==> src/rtl/pic_seq_pkg.sv <==
// Shared types for the interrupt controller command sequencer.
// Assumes an 8-line controller on a byte-wide bus.
package pic_seq_pkg;
    localparam int LINE_N = 8;
    localparam int LINE_W = $clog2(LINE_N);

    // Initialization sequencer position
    typedef enum logic [1:0] {
        SEQ_IDLE = 2'd0,
        SEQ_BASE = 2'd1,
        SEQ_CASC = 2'd2,
        SEQ_MODE = 2'd3
    } seq_t;

    // Decoded bus write kind
    typedef enum logic [2:0] {
        OP_NONE,
        OP_INIT,
        OP_RDCTL,
        OP_ROTCFG,
        OP_EOI_HI,
        OP_EOI_LINE,
        OP_SET_BASE,
        OP_DATA
    } op_t;
endpackage

==> src/rtl/pic_cmd_decode.sv <==
// Classifies a bus write into one operation kind.
// Assumes bus_wr is a single-cycle strobe; bits 2:0 are consumed elsewhere.
module pic_cmd_decode
    import pic_seq_pkg::*;
(
    input  logic       wr,
    input  logic       addr,
    input  logic [7:3] wd_hi,
    output op_t        op
);
    // Command classification by address and control bits
    always_comb begin
        op = OP_NONE;
        if (wr) begin
            if (addr)            op = OP_DATA;
            else if (wd_hi[4])   op = OP_INIT;
            else if (wd_hi[3])   op = OP_RDCTL;
            else begin
                unique case (wd_hi[7:5])
                    3'd0, 3'd4: op = OP_ROTCFG;
                    3'd1, 3'd5: op = OP_EOI_HI;
                    3'd3, 3'd7: op = OP_EOI_LINE;
                    3'd6:       op = OP_SET_BASE;
                    default:    op = OP_NONE;
                endcase
            end
        end
    end
endmodule

==> src/rtl/pic_init_seq.sv <==
// Initialization word sequencer: tracks which data word is expected and
// holds the vector base and mode flags. Assumes op comes from pic_cmd_decode.
module pic_init_seq
    import pic_seq_pkg::*;
#(
    parameter int VW = 8,
    localparam int VB_W = VW - LINE_W
) (
    input  logic            clk,
    input  logic            rst_n,
    input  op_t             op,
    input  logic [7:3]      wd_hi,
    input  logic [1:0]      wd_lo,
    output logic [VW-1:0]   vbase,
    output logic            level_mode,
    output logic            nested_mode,
    output logic            auto_eoi,
    output logic            mask_load
);
    seq_t            state;
    logic            need_w4;
    logic            single;
    logic [VB_W-1:0] vb_q;

    assign vbase     = {vb_q, {LINE_W{1'b0}}};
    assign mask_load = (op == OP_DATA) && (state == SEQ_IDLE);

    // Sequencer state and latched initialization fields
    always_ff @(posedge clk) begin
        if (!rst_n) begin
            state <= SEQ_IDLE; need_w4 <= 1'b0; single <= 1'b0;
            level_mode <= 1'b0; nested_mode <= 1'b0; auto_eoi <= 1'b0;
            vb_q <= '0;
        end else if (op == OP_INIT) begin
            state <= SEQ_BASE; need_w4 <= wd_lo[0]; single <= wd_lo[1];
            level_mode <= wd_hi[3]; nested_mode <= 1'b0; auto_eoi <= 1'b0;
            vb_q <= '0;
        end else if (op == OP_DATA) begin
            unique case (state)
                SEQ_BASE: begin
                    vb_q  <= wd_hi[7:3];
                    state <= single ? (need_w4 ? SEQ_MODE : SEQ_IDLE) : SEQ_CASC;
                end
                SEQ_CASC: state <= need_w4 ? SEQ_MODE : SEQ_IDLE;
                SEQ_MODE: begin
                    nested_mode <= wd_hi[4];
                    auto_eoi    <= wd_lo[1];
                    state       <= SEQ_IDLE;
                end
                default: state <= SEQ_IDLE;
            endcase
        end
    end

    assert_init_enters_base_R2: assert property (@(posedge clk) disable iff (!rst_n)
        op == OP_INIT |=> state == SEQ_BASE);
    assert_casc_word_ignored_R3: assert property (@(posedge clk) disable iff (!rst_n)
        (op == OP_DATA && state == SEQ_CASC) |=>
            ($stable(vbase) && $stable(nested_mode) && $stable(auto_eoi)));
    assert_mode_word_returns_R4: assert property (@(posedge clk) disable iff (!rst_n)
        (op == OP_DATA && state == SEQ_MODE) |=> state == SEQ_IDLE);
endmodule

==> src/rtl/pic_svc_regs.sv <==
// Service registers: mask, in-service set, rotating base, poll and read
// controls. Applies end-of-interrupt commands and acknowledges.
// Assumes a write and an acknowledge never share a cycle.
module pic_svc_regs
    import pic_seq_pkg::*;
#(
    parameter int N = LINE_N,
    localparam int LW = $clog2(N)
) (
    input  logic          clk,
    input  logic          rst_n,
    input  op_t           op,
    input  logic [7:0]    wdata,
    input  logic          mask_load,
    input  logic          auto_eoi,
    input  logic          poll_read,
    input  logic          ack_fire,
    input  logic [LW-1:0] ack_ln,
    output logic [N-1:0]  mask,
    output logic [N-1:0]  isr,
    output logic [LW-1:0] base,
    output logic          poll,
    output logic          rd_isr,
    output logic          special_mask
);
    logic          rot_aeoi;
    logic          hi_found;
    logic [LW-1:0] hi_line;
    logic [LW-1:0] cmd_line;

    assign cmd_line = wdata[LW-1:0];

    // Highest-priority in-service line, scanning upward from the base
    always_comb begin
        hi_found = 1'b0;
        hi_line  = '0;
        for (int i = 0; i < N; i++) begin
            if (!hi_found && isr[LW'(base + LW'(i))]) begin
                hi_found = 1'b1;
                hi_line  = LW'(base + LW'(i));
            end
        end
    end

    // Register updates from commands, mask loads and acknowledges
    always_ff @(posedge clk) begin
        if (!rst_n || op == OP_INIT) begin
            mask <= '0; isr <= '0; base <= '0; poll <= 1'b0;
            rd_isr <= 1'b0; special_mask <= 1'b0; rot_aeoi <= 1'b0;
        end else begin
            if (mask_load) mask <= wdata[N-1:0];
            if (poll_read) poll <= 1'b0;
            unique case (op)
                OP_RDCTL: begin
                    if (wdata[2]) poll <= 1'b1;
                    if (wdata[1]) rd_isr <= wdata[0];
                    if (wdata[6]) special_mask <= wdata[5];
                end
                OP_ROTCFG: rot_aeoi <= wdata[7];
                OP_EOI_HI: if (hi_found) begin
                    isr[hi_line] <= 1'b0;
                    if (wdata[7]) base <= hi_line + 1'b1;
                end
                OP_EOI_LINE: begin
                    isr[cmd_line] <= 1'b0;
                    if (wdata[7]) base <= cmd_line + 1'b1;
                end
                OP_SET_BASE: base <= cmd_line + 1'b1;
                default: ;
            endcase
            if (ack_fire) begin
                if (!auto_eoi)     isr[ack_ln] <= 1'b1;
                else if (rot_aeoi) base <= ack_ln + 1'b1;
            end
        end
    end

    assert_mask_load_R5: assert property (@(posedge clk) disable iff (!rst_n)
        mask_load |=> mask == $past(wdata[N-1:0]));
    assert_ack_sets_isr_R10: assert property (@(posedge clk) disable iff (!rst_n)
        (ack_fire && !auto_eoi) |=> isr[$past(ack_ln)]);
    assert_aeoi_keeps_isr_R10: assert property (@(posedge clk) disable iff (!rst_n)
        (ack_fire && auto_eoi) |=> $stable(isr));
    assert_poll_oneshot_R12: assert property (@(posedge clk) disable iff (!rst_n)
        poll_read |=> !poll);
endmodule

==> src/rtl/pic_cmd_seq.sv <==
// Top: command sequencer of an 8-line interrupt controller. Decodes bus
// writes, runs initialization, serves acknowledges and polled reads.
// Assumes the resolver output (pend_valid/pend_line) is already computed
// from mask_o, isr_o, prio_base_o and the mode outputs.
module pic_cmd_seq
    import pic_seq_pkg::*;
(
    input  logic        clk,
    input  logic        rst_n,
    input  logic        bus_wr,
    input  logic        bus_rd,
    input  logic        bus_addr,
    input  logic [7:0]  bus_wdata,
    output logic [7:0]  bus_rdata,
    input  logic [7:0]  req_i,
    input  logic        pend_valid,
    input  logic [2:0]  pend_line,
    input  logic        iack,
    output logic [7:0]  vector,
    output logic        ack_valid,
    output logic [2:0]  ack_line,
    output logic [7:0]  mask_o,
    output logic [7:0]  isr_o,
    output logic [2:0]  prio_base_o,
    output logic        level_mode_o,
    output logic        special_mask_o,
    output logic        nested_mode_o
);
    op_t        op;
    logic [7:0] vbase;
    logic       auto_eoi;
    logic       mask_load;
    logic       poll;
    logic       rd_isr;
    logic       poll_read;

    assign poll_read = bus_rd && poll;
    assign ack_valid = (iack || poll_read) && pend_valid;
    assign ack_line  = pend_line;
    assign vector    = vbase | (pend_valid ? {5'd0, pend_line} : 8'd7);

    pic_cmd_decode u_dec (
        .wr(bus_wr), .addr(bus_addr), .wd_hi(bus_wdata[7:3]), .op(op)
    );

    pic_init_seq #(.VW(8)) u_init (
        .clk(clk), .rst_n(rst_n), .op(op),
        .wd_hi(bus_wdata[7:3]), .wd_lo(bus_wdata[1:0]),
        .vbase(vbase), .level_mode(level_mode_o), .nested_mode(nested_mode_o),
        .auto_eoi(auto_eoi), .mask_load(mask_load)
    );

    pic_svc_regs #(.N(LINE_N)) u_svc (
        .clk(clk), .rst_n(rst_n), .op(op), .wdata(bus_wdata),
        .mask_load(mask_load), .auto_eoi(auto_eoi), .poll_read(poll_read),
        .ack_fire(ack_valid), .ack_ln(pend_line),
        .mask(mask_o), .isr(isr_o), .base(prio_base_o),
        .poll(poll), .rd_isr(rd_isr), .special_mask(special_mask_o)
    );

    // Read data: poll result, else the selected register
    always_comb begin
        if (poll)          bus_rdata = pend_valid ? {5'b10000, pend_line} : 8'h00;
        else if (bus_addr) bus_rdata = mask_o;
        else               bus_rdata = rd_isr ? isr_o : req_i;
    end

    assert_spurious_vector_R11: assert property (@(posedge clk) disable iff (!rst_n)
        (iack && !pend_valid) |=> $stable(isr_o) && $stable(prio_base_o));
endmodule

==> config.mk <==
export PLATFORM = sky130hd
export DESIGN_NAME = pic_cmd_seq
export DESIGN_NICKNAME = d
export VERILOG_FILES = /design/src/rtl/pic_seq_pkg.sv /design/src/rtl/pic_cmd_decode.sv /design/src/rtl/pic_init_seq.sv /design/src/rtl/pic_svc_regs.sv /design/src/rtl/pic_cmd_seq.sv
export SDC_FILE = /design/constraint.sdc
export NUM_CORES = 1
export LEC_CHECK = 0
export BUFFER_PORTS_ARGS = -buffer_cell sky130_fd_sc_hd__buf_2
export CORE_MARGIN = 4
export CORE_UTILIZATION = 60
export CTS_BUF_LIST = sky130_fd_sc_hd__clkbuf_8
export DETAILED_ROUTE_END_ITERATION = 6
export PLACE_DENSITY = 0.94
export SLEW_MARGIN = 20
export SYNTH_ARGS = -nofsm -noshare
export SYNTH_HDL_FRONTEND = slang
export SYNTH_SLANG_ARGS = --single-unit
==> constraint.sdc <==
create_clock -name clk -period 7.37 [get_ports clk]
set_clock_uncertainty 0.1 [all_clocks]
set_input_delay 2.211 -clock clk [delete_from_list [all_inputs] [get_ports clk]]
set_output_delay 2.211 -clock clk [all_outputs]
set_load 0.05 [all_outputs]
==> results of run 1 <==
## where the power goes
part           internal [W]  switching [W]  leakage (nW)  total (W)
clock              0.000111      0.0000771        0.0618   0.000188
combinational     0.0000486       0.000105          1.15   0.000154
sequential         0.000194     0.00000865         0.283   0.000203
total              0.000354       0.000191          1.49   0.000545
## kinds of logic after synthesis
family / synth area share
XOR/XNOR: 0.01932
multiplexers: 0.1644
buffers and inverters: 0.05993
adder cells (fa/ha/maj): 0.03549
flip-flops: 0.2208
AO/OA/AOI/OAI: 0.2555
AND/OR/NAND/NOR: 0.2445
## how the worst min path moves through the flow
stage	cells after the start	endpoint
after floorplan	2	u_init.single
after global placement	2	u_init.vb_q[0]
after detailed placement	2	u_init.vb_q[0]
after CTS	2	u_init.vb_q[0]
after global routing	2	u_init.vb_q[2]
final	2	u_init.vb_q[0]
## worst min-delay path, stage by stage (launching register included)
cell and delay, ns:
dfxtp_1 0.31, nand2_1 0.05, a21oi_1 0.05
## Yosys cell counts, types with 4 or more instances
| cell | n |
|---|---|
| xor2_1 | 4 |
| nor2b_1 | 7 |
| ha_1 | 9 |
| a21oi_1 | 43 |
| nand2b_1 | 5 |
| inv_1 | 14 |
| mux2i_1 | 18 |
| nand2_1 | 44 |
| clkbuf_1 | 16 |
| nor3_1 | 8 |
| o21ai_1 | 11 |
| nor3b_1 | 5 |
| o21ai_0 | 22 |
| and3_1 | 6 |
| nor2_1 | 36 |
| mux2_2 | 4 |
| a31oi_1 | 7 |
| nand3_1 | 26 |
| dfxtp_1 | 35 |
| mux4_2 | 7 |
## per-stage QoR
step | instance area [um^2] | worst slack (ns)
3_3_place_gp | 3481 | 2.041
6_report | 3602 | 1.993
3_5_place_dp | 3481 | 1.996
5_1_grt | 3602 | 1.856
4_1_cts | 3602 | 1.995
2_1_floorplan | 3173 | 1.095
## per-layer routing
metal,track usage,share of wire
met5,0,0
met2,0.4942,0.48
met1,0.3520,0.41
met3,0.04933,0.082
met4,0.1318,0.030
## state kept, by name (all words and copies together) (netlist names)
signal / count
u_init.state: 2
u_init.auto_eoi: 1
u_init.level_mode: 1
u_init.nested_mode: 1
u_init.single: 1
u_svc.special_mask: 1
u_svc.poll: 1
u_svc.rot_aeoi: 1
u_init.need_w4: 1
u_init.vb_q: 5
u_svc.mask: 8
u_svc.isr: 8
u_svc.base: 3
u_svc.rd_isr: 1
## cell type report
type                       count  area, um^2  area share
inverter                      16       60.06     0.01667
tap                           70       87.58     0.02431
clock buffer                   6       82.58     0.02292
sequential                    35       700.7      0.1945
clock inverter                 2       38.79     0.01077
timing repair buffer          69       350.3     0.09726
multi-input combinational    327        2282      0.6336
==> impl_metrics.csv, run 1 <==
group,metric,value,unit
placement,gp_congestion,0.8786,
min_path,holdCritPathClass,"reg2reg",
layout,fin_nets,489,
synthesis,synth_top_area_frac,0.2208,
floorplan,die_w,80.72,um
layout,drive_gt1_frac,0.2308,
drt,ant_nets,0,
status,status,"complete, no violations",
synthesis,synth_cells,403,
sta,tightest_slew,0.8260,ns
synthesis,synth_cell_type_count,74,
synthesis,async_reset_ff_frac,0,
worst_setup_path,end_kind,"output port",
drt,via_per_inst,6.404,
layout,final_core_util,0.7053,
synthesis,ys_seq_area_frac,0.2208,
worst_setup_path,cp_max_fo,21,
drt,drtIter0Drc,262,
clocking,cts_resized,0,
clocking,clockBufferDepth,2,
sta,whs,0.3549,ns
clocking,cts-root-buf,"clkbuf_8",
min_path,hp-start,"u_init.vb_q[0]",
clocking,post_cts_buffers,0,
sta,maxSlewViolCount,0,
worst_setup_path,worst_r2r_startpoint,"u_svc.base[0]",
global_route,grt.total_usage,0.2884,
clocking,hold_buffers,0,
drt,num_vias,3362,
drt,drc,0,
clocking,clk-insertion-delay-late,0.30,ns
layout,fillers,390,
layout,final_cell_mix,"buf_2, nand2_1, a21oi_1",
worst_setup_path,worstReg2RegEnd,"u_svc.base[1]",
synthesis,syn_nets,438,
worst_setup_path,cp_cell_sequence,"buf_2 -> nor2_1 -> a21oi_1 -> o21ai_0 -> buf_2",
worst_setup_path,cp_num_buf_inv,2,
sta,max_slew_margin,0.4416,
worst_setup_path,criticalPathCategory,"in2out",
sta,hold_viol,0,
synthesis,syn-cell-area,3173,um^2
clocking,cts-buffers-inserted,5,
worst_setup_path,max_stage_delay,0.29,ns
run,maxCapViolations,0,
sta,post-route-min-period,5.377,ns
sta,setup_viol,0,
sta,fmax,186.0,MHz
sta,rsz0062_at_grt,"false",
pwr,cellPowerDensity,151.3,nW/um^2
layout,area.growth.synth_to_final,13.53,%
global_route,grt_overflow,0,
clocking,cts_tree,"yes",
worst_setup_path,critical_path.startpoint_type,"primary input",
global_route,antenna_found_initial,0,
drt,finalWirelength,8951,um
worst_setup_path,reg2reg_slack,2.22,ns
layout,diodes,0,
placement,place_inst,517,
synthesis,synth_edf_count,0,
worst_setup_path,critical_path.top_delay_family,"buffers and inverters",
synthesis,ys_ff_latch,35,
layout,final_common_cell,"buf_2",
synthesis,yosys.area.top_type,"dfxtp_1",
worst_setup_path,cp-startpoint,"bus_addr",
worst_setup_path,setup.worst_path.end,"bus_rdata[7]",
synthesis,synth.area.top_cells,"dfxtp_1, a21oi_1, mux2i_1, nand2_1, mux4_2",
worst_setup_path,reg2reg_depth,12,
floorplan,num_rows,26,
pwr,ir_drop,0.1332,mV
drt,routedWlPerCell,17.05,um
floorplan,die_y,80.72,um
drt,dr.pass1.iters,6,
floorplan,ios,68,
synthesis,ys_warn_count,0,
worst_setup_path,crit_path_frequent_cell,"buf_2",
clocking,cts_sinks,35,
global_route,grt_first_pass_wirelength,14860,um
floorplan,initial_utilization,0.6213,
worst_setup_path,cp_slowest_cell,"buf_2",
floorplan,coreArea,5107,um^2
placement,port_buffers,67,
worst_setup_path,critical_path_arrival,3.07,ns
global_route,grt_max_degree,24,
placement,hpwl,6703,um
synthesis,syn_avg_cell_area,7.874,um^2
synthesis,ys.flop_type,"dfxtp_1",
global_route,first_global_vias,3310,
clocking,htreeDepth,2,
clocking,clkTransAtPathRegs,0.08,ns
worst_setup_path,critical_path_depth,5,
layout,final_cells,525,
pwr,p_leak,1.491,nW
sta,post-route-period-util,0.7295,
worst_setup_path,worstPathRequired,5.06,ns
sta,setup-tns-final,0,ns
floorplan,die_area,6516,um^2
pwr,finalPower,0.0005449,W
Note: power is estimated with default switching activity, not from simulation.
==> inputs of run 2 (changes only) <==
--- a/config.mk
+++ b/config.mk
@@ -5,12 +5,13 @@
 export SDC_FILE = /design/constraint.sdc
 export NUM_CORES = 1
 export LEC_CHECK = 0
+export ABC_AREA = 1
 export BUFFER_PORTS_ARGS = -buffer_cell sky130_fd_sc_hd__buf_2
 export CORE_MARGIN = 4
-export CORE_UTILIZATION = 60
+export CORE_UTILIZATION = 57
 export CTS_BUF_LIST = sky130_fd_sc_hd__clkbuf_8
 export DETAILED_ROUTE_END_ITERATION = 6
-export PLACE_DENSITY = 0.94
+export PLACE_DENSITY = 0.91
 export SLEW_MARGIN = 20
 export SYNTH_ARGS = -nofsm -noshare
 export SYNTH_HDL_FRONTEND = slang
==> constraint.sdc (replaced) <==
create_clock -name clk -period 5.1 [get_ports clk]
set_clock_uncertainty 0.1 [all_clocks]
set_input_delay 1.53 -clock clk [delete_from_list [all_inputs] [get_ports clk]]
set_output_delay 1.53 -clock clk [all_outputs]
set_load 0.05 [all_outputs]
==> run 2 against run 1 <==
Die area decreased by 0.38%. Largest cell class unchanged. First-iteration DRC count rose by 63%. Total power rose by 46%. Critical path depth rose by 1. Via count increased by 5.1%. Sequential cell count did not move. Sequential share of layout area increased by 0.78 points. Setup slack got worse by 1.1 ns. Register-to-register slack got worse by 0.86 ns. Utilization down 2.7 points. Synthesized cell count increased by 20%.
==> impl_metrics.csv, run 2 <==
group,metric,value,unit
status,status,"complete, no violations",
worst_setup_path,reg2reg_slack,1.36,ns
worst_setup_path,reg2reg_depth,18,
synthesis,yosys.area.top_type,"dfxtp_1",
floorplan,coreArea,5107,um^2
global_route,first_global_vias,3329,
run,maxCapViolations,0,
synthesis,synth_cells,484,
worst_setup_path,end_kind,"output port",
synthesis,synth_cell_type_count,41,
clocking,clk-insertion-delay-late,0.30,ns
layout,largestRegisters,"u_svc.isr (8), u_svc.mask (8), u_init.vb_q (5)",
global_route,antenna_found_initial,0,
synthesis,synth_top_area_frac,0.2334,
floorplan,die_y,80.57,um
synthesis,syn_avg_cell_area,6.202,um^2
drt,num_vias,3534,
sta,maxSlewViolCount,0,
worst_setup_path,critical_path_arrival,2.56,ns
worst_setup_path,crit_path_frequent_cell,"buf_2",
min_path,min_to,"u_svc.rot_aeoi",
layout,fin_nets,582,
clocking,hold_buffers,0,
synthesis,syn-cell-area,3002,um^2
sta,setup-tns-final,0,ns
drt,dr.pass1.iters,6,
clocking,clockBufferDepth,2,
layout,fillers,434,
worst_setup_path,worstReg2RegEnd,"u_svc.base[1]",
worst_setup_path,worstPathRequired,3.47,ns
pwr,ir_drop,0.1962,mV
min_path,holdCritPathClass,"reg2reg",
floorplan,initial_utilization,0.5877,
clocking,cts_tree,"yes",
worst_setup_path,max_stage_delay,0.27,ns
sta,fmax,238.7,MHz
clocking,cts-root-buf,"clkbuf_8",
synthesis,synth.area.top_cells,"dfxtp_1, nand2_1, inv_1, o21ai_0, nand3_1",
worst_setup_path,cp_num_buf_inv,3,
sta,whs,0.3828,ns
drt,via_per_inst,5.718,
worst_setup_path,cp-startpoint,"bus_addr",
pwr,p_leak,1.783,nW
synthesis,ys_warn_count,0,
floorplan,die_w,80.57,um
synthesis,ys_seq_area_frac,0.2334,
worst_setup_path,worst_r2r_startpoint,"u_svc.base[0]",
synthesis,ys_ff_latch,35,
drt,routedWlPerCell,14.77,um
worst_setup_path,cp_cell_sequence,"buf_2 -> inv_1 -> o21ai_0 -> a21oi_1 -> o22ai_1 -> buf_2",
worst_setup_path,critical_path.startpoint_type,"primary input",
placement,gp_congestion,0.9230,
global_route,grt.total_usage,0.2953,
layout,area.growth.synth_to_final,15.38,%
clocking,post_cts_buffers,0,
layout,final_cells,618,
drt,drtIter0Drc,426,
clocking,cts-buffers-inserted,5,
sta,hold_viol,0,
worst_setup_path,cp_max_fo,13,
drt,finalWirelength,9128,um
synthesis,ys.flop_type,"dfxtp_1",
sta,rsz0062_at_grt,"false",
worst_setup_path,criticalPathCategory,"in2out",
layout,final_cell_mix,"nand2_1, inv_1, buf_2",
synthesis,syn_nets,519,
worst_setup_path,critical_path.top_delay_family,"buffers and inverters",
synthesis,async_reset_ff_frac,0,
layout,diodes,0,
sta,post-route-period-util,0.8215,
layout,final_common_cell,"nand2_1",
placement,place_inst,610,
global_route,grt_max_degree,27,
placement,hpwl,6860,um
synthesis,synth_edf_count,0,
layout,drive_gt1_frac,0.2172,
sta,setup_viol,0,
synthesis,yosysMostFrequentCell,"nand2_1",
sta,post-route-min-period,4.190,ns
drt,ant_nets,0,
floorplan,die_area,6491,um^2
floorplan,num_rows,26,
drt,drc,0,
clocking,cts_sinks,35,
layout,final_cell_area,3463,um^2
min_path,min_path_cells,2,
sta,tightest_slew,0.6310,ns
global_route,grt_first_pass_wirelength,15090,um
synthesis,synth_common_cells,"nand2_1, inv_1, o21ai_0",
min_path,hp-start,"u_svc.rot_aeoi",
sta,max_slew_margin,0.5761,
clocking,htreeDepth,2,
clocking,clkTransAtPathRegs,0.08,ns
worst_setup_path,cp_slowest_cell,"inv_1",
clocking,cts_resized,0,
placement,placed_area,3348,um^2
global_route,grt_overflow,0,
floorplan,ios,68,
placement,port_buffers,67,
pwr,cellPowerDensity,230.4,nW/um^2
[run 2: changes by cell type after synthesis, sizes merged, moves of 11 or more]
| cell | before | now |
|---|---|---|
| inv | 15 | 83 |
| mux2i | 19 | 0 |
| clkbuf | 16 | 3 |
| nor2 | 37 | 48 |
| nand3 | 27 | 52 |
| o21ai | 33 | 54 |
| nand2 | 44 | 108 |
[run 2: area by class of cell]
cell class	instances	area [um^2]	share of cell area
clock buffers	5	68.82	0.01987
repair buffers	68	342.8	0.09899
inverters	83	311.5	0.08996
clock inverters	3	46.29	0.01337
well taps	70	87.58	0.02529
flip-flops and latches	35	700.7	0.2023
multi-input cells	354	1906	0.5502
[run 2: how the worst max path moves through the flow]
stage / end / cells past startpoint
floorplan: bus_rdata[7] / 4
global placement: bus_rdata[0] / 6
detailed placement: bus_rdata[0] / 6
CTS: bus_rdata[0] / 6
global route: bus_rdata[0] / 6
finish: bus_rdata[0] / 6
[run 2: metrics by stage]
step	power, W	setup WS [ns]	util
detailed placement	0.0005326	0.9419	0.6556
finish	0.0007981	0.9103	0.6781
global placement	0.0005260	1.015	0.6556
floorplan	0.0004737	0.4105	-
CTS	0.0007934	0.9340	0.6781
global route	0.0008325	0.7993	0.6781
[run 2: layer usage]
| layer | vias up | global-route usage | wire length, um |
|---|---|---|---|
| met1 | 1594 | 0.3590 | 3488 |
| met3 | 30 | 0.06839 | 948 |
| met4 | 0 | 0.09797 | 285 |
| met2 | 198 | 0.5091 | 4405 |
| li1 | 1712 | - | - |
| met5 | - | 0 | 0 |
[run 2: kinds of logic (layout without fill, tap and decap cells)]
group                    count (synthesis)  in the layout  share of synthesized area
AO/OA/AOI/OAI                          113            113                     0.2143
adder cells (fa/ha/maj)                  9              9                    0.03752
XOR/XNOR                                 6              6                    0.02501
flip-flops                              35             35                     0.2334
buffers and inverters                   95            159                     0.1317
AND/OR/NAND/NOR                        226            226                     0.3581
[run 2: where the power goes]
part | switching (W) | leakage, nW | internal [W]
registers | 0.00000758 | 0.283 | 0.000279
logic | 0.000176 | 1.45 | 0.0000700
clock network | 0.000118 | 0.0548 | 0.000147
[run 2: tightest hold or removal path, delay by kind of cell (launching register included)]
| family | cells | cell delay [ns] |
|---|---|---|
| AOI/OAI and AO/OA | 1 | 0.06 |
| and+or+nand+nor | 1 | 0.06 |
| DFF | 1 | 0.32 |
==> inputs of run 3 (changes only) <==
--- a/config.mk
+++ b/config.mk
@@ -8,10 +8,10 @@
 export ABC_AREA = 1
 export BUFFER_PORTS_ARGS = -buffer_cell sky130_fd_sc_hd__buf_2
 export CORE_MARGIN = 4
-export CORE_UTILIZATION = 57
+export CORE_UTILIZATION = 51
 export CTS_BUF_LIST = sky130_fd_sc_hd__clkbuf_8
 export DETAILED_ROUTE_END_ITERATION = 6
-export PLACE_DENSITY = 0.91
+export PLACE_DENSITY = 0.86
 export SLEW_MARGIN = 20
 export SYNTH_ARGS = -nofsm -noshare
 export SYNTH_HDL_FRONTEND = slang
==> constraint.sdc (replaced) <==
create_clock -name clk -period 3.75 [get_ports clk]
set_clock_uncertainty 0.1 [all_clocks]
set_input_delay 1.125 -clock clk [delete_from_list [all_inputs] [get_ports clk]]
set_output_delay 1.125 -clock clk [all_outputs]
set_load 0.05 [all_outputs]
==> run 3 against run 2 <==
Clock power grew 39%. Utilization shrank 5.6 points. Sequential cell count is the same. Hold slack lost 0.023 ns. Register-to-register slack lost 0.76 ns. Design area grew 0.69%. Clock-buffer cell count grew 1.
==> impl_metrics.csv, run 3 (same netlist as run 2, synthesis figures left out) <==
group,metric,value,unit
sta,tightest_slew,0.9449,ns
global_route,grt_overflow,0,
layout,multi_input_area,1906,um^2
layout,final_cell_mix,"nand2_1, inv_1, buf_2",
clocking,htreeDepth,2,
run,maxCapViolations,0,
floorplan,ios,68,
min_path,hp-start,"u_svc.rot_aeoi",
layout,largestRegisters,"u_svc.isr (8), u_svc.mask (8), u_init.vb_q (5)",
layout,area.growth.synth_to_final,16.17,%
global_route,grt_first_pass_wirelength,15060,um
clocking,post_cts_buffers,0,
drt,drtIter0Drc,250,
min_path,holdCritPathClass,"reg2reg",
min_path,min_path_cells,2,
global_route,grt.total_usage,0.2540,
clocking,cts-root-buf,"clkbuf_8",
pwr,swShare,0.3668,
worst_setup_path,worstReg2RegEnd,"u_svc.base[1]",
drt,ant_nets,0,
floorplan,die_area,7177,um^2
placement,port_buffers,67,
worst_setup_path,cp_max_fo,13,
sta,whs,0.3599,ns
status,status,"complete, no violations",
sta,fin_ws,0.3437,ns
layout,diodes,0,
worst_setup_path,worst_r2r_startpoint,"u_svc.base[0]",
clocking,hold_buffers,0,
pwr,cellPowerDensity,314.6,nW/um^2
floorplan,coreArea,5608,um^2
layout,fin_nets,584,
sta,post-route-period-util,0.9083,
drt,dr.pass1.iters,5,
pwr,p_leak,1.801,nW
pwr,switchingPower,0.0004024,W
pwr,p_comb_frac,0.308,
placement,gp_congestion,0.9322,
clocking,clkTransAtPathRegs,0.08,ns
worst_setup_path,critical_path_arrival,2.18,ns
drt,routedWlPerCell,14.58,um
global_route,first_global_vias,3246,
pwr,p_int,0.0006945,W
pwr,ir_drop,0.2763,mV
drt,drc,0,
placement,placed_area,3366,um^2
placement,hpwl,7098,um
worst_setup_path,criticalPathCategory,"in2out",
worst_setup_path,reg2reg_depth,18,
clocking,clockBufferDepth,2,
layout,fillers,538,
sta,setup-tns-final,0,ns
worst_setup_path,worstPathRequired,2.52,ns
floorplan,num_rows,27,
drt,num_vias,3432,
sta,fmax,293.6,MHz
layout,final_core_util,0.6218,
layout,drive_gt1_frac,0.2200,
sta,max_slew_margin,0.3694,
pwr,sequentialPowerShare,0.354,
pwr,clkPwrFrac,0.338,
sta,post-route-min-period,3.406,ns
sta,maxSlewViolCount,0,
floorplan,die_y,84.72,um
placement,pre_cts_ws,0.3300,ns
clocking,clk-insertion-delay-late,0.29,ns
layout,final_common_cell,"nand2_1",
floorplan,die_w,84.72,um
drt,finalWirelength,9067,um
worst_setup_path,end_kind,"output port",
min_path,min_to,"u_svc.rot_aeoi",
global_route,antenna_found_initial,0,
drt,via_per_inst,5.518,
clocking,cts_sinks,35,
sta,hold_viol,0,
clocking,cts-buffers-inserted,5,
layout,regArea,700.7,um^2
sta,setup_viol,0,
sta,rsz0062_at_grt,"false",
floorplan,initial_utilization,0.5353,
worst_setup_path,reg2reg_slack,0.60,ns
clocking,cts_tree,"yes",
global_route,grt_max_degree,29,
clocking,cts_resized,0,
worst_setup_path,critical_path.startpoint_type,"primary input",
layout,final_cell_area,3487,um^2
run 3: changes by cell type in the layout (fill, tap and decap cells not counted):
cell,change
clkinvlp_4,-1
o21ai_1,+1
buf_4,+2
o21ai_0,-1
clkbuf_8,+1
run 3: layout make-up:
type	instances	area share
clock buffers	6	0.02368
clock inverters	2	0.01112
inverters	83	0.08934
multi-input cells	354	0.5465
flip-flops and latches	35	0.2009
well taps	72	0.02583
repair buffers	70	0.1026
run 3: critical path: stages:
cell and delay [ns]:
buf_2 0.14, inv_1 0.25, o21ai_0 0.14, a21oi_1 0.18, o22ai_1 0.11, buf_2 0.23
run 3: through the flow:
| stage | total power [W] | instances |
|---|---|---|
| finish | 0.001097 | 622 |
| global route | 0.001150 | 622 |
| CTS | 0.001094 | 622 |
| detailed placement | 0.0007275 | 614 |
| global placement | 0.0007211 | 614 |
| floorplan | 0.0006444 | 484 |
run 3: metal layers:
metal / track usage / wire length, um
met5: 0 / 0
met4: 0.1022 / 341
met3: 0.04024 / 625
met2: 0.4427 / 4360
met1: 0.3098 / 3740
run 3: how the worst max path moves through the flow:
stage / start / to / slack, ns / cells after the start
4_1_cts: bus_addr / bus_rdata[2] / 0.37 / 6
6_report: bus_addr / bus_rdata[2] / 0.34 / 6
5_1_grt: bus_addr / u_svc.base[2] / 0.27 / 12
3_3_place_gp: bus_addr / u_svc.base[2] / 0.44 / 12
2_1_floorplan: bus_addr / bus_rdata[0] / 0.18 / 4
3_5_place_dp: bus_addr / u_svc.base[0] / 0.33 / 12
run 3: power groups by stage:
| stage | clock, W | sequential [W] | combinational (W) |
|---|---|---|---|
| CTS | 0.000374 | 0.000388 | 0.000332 |
| floorplan | 0 | 0.000413 | 0.000232 |
| finish | 0.000371 | 0.000388 | 0.000338 |
| global placement | 0 | 0.000397 | 0.000324 |
| global route | 0.000391 | 0.000389 | 0.000369 |
| detailed placement | 0 | 0.000397 | 0.000331 |
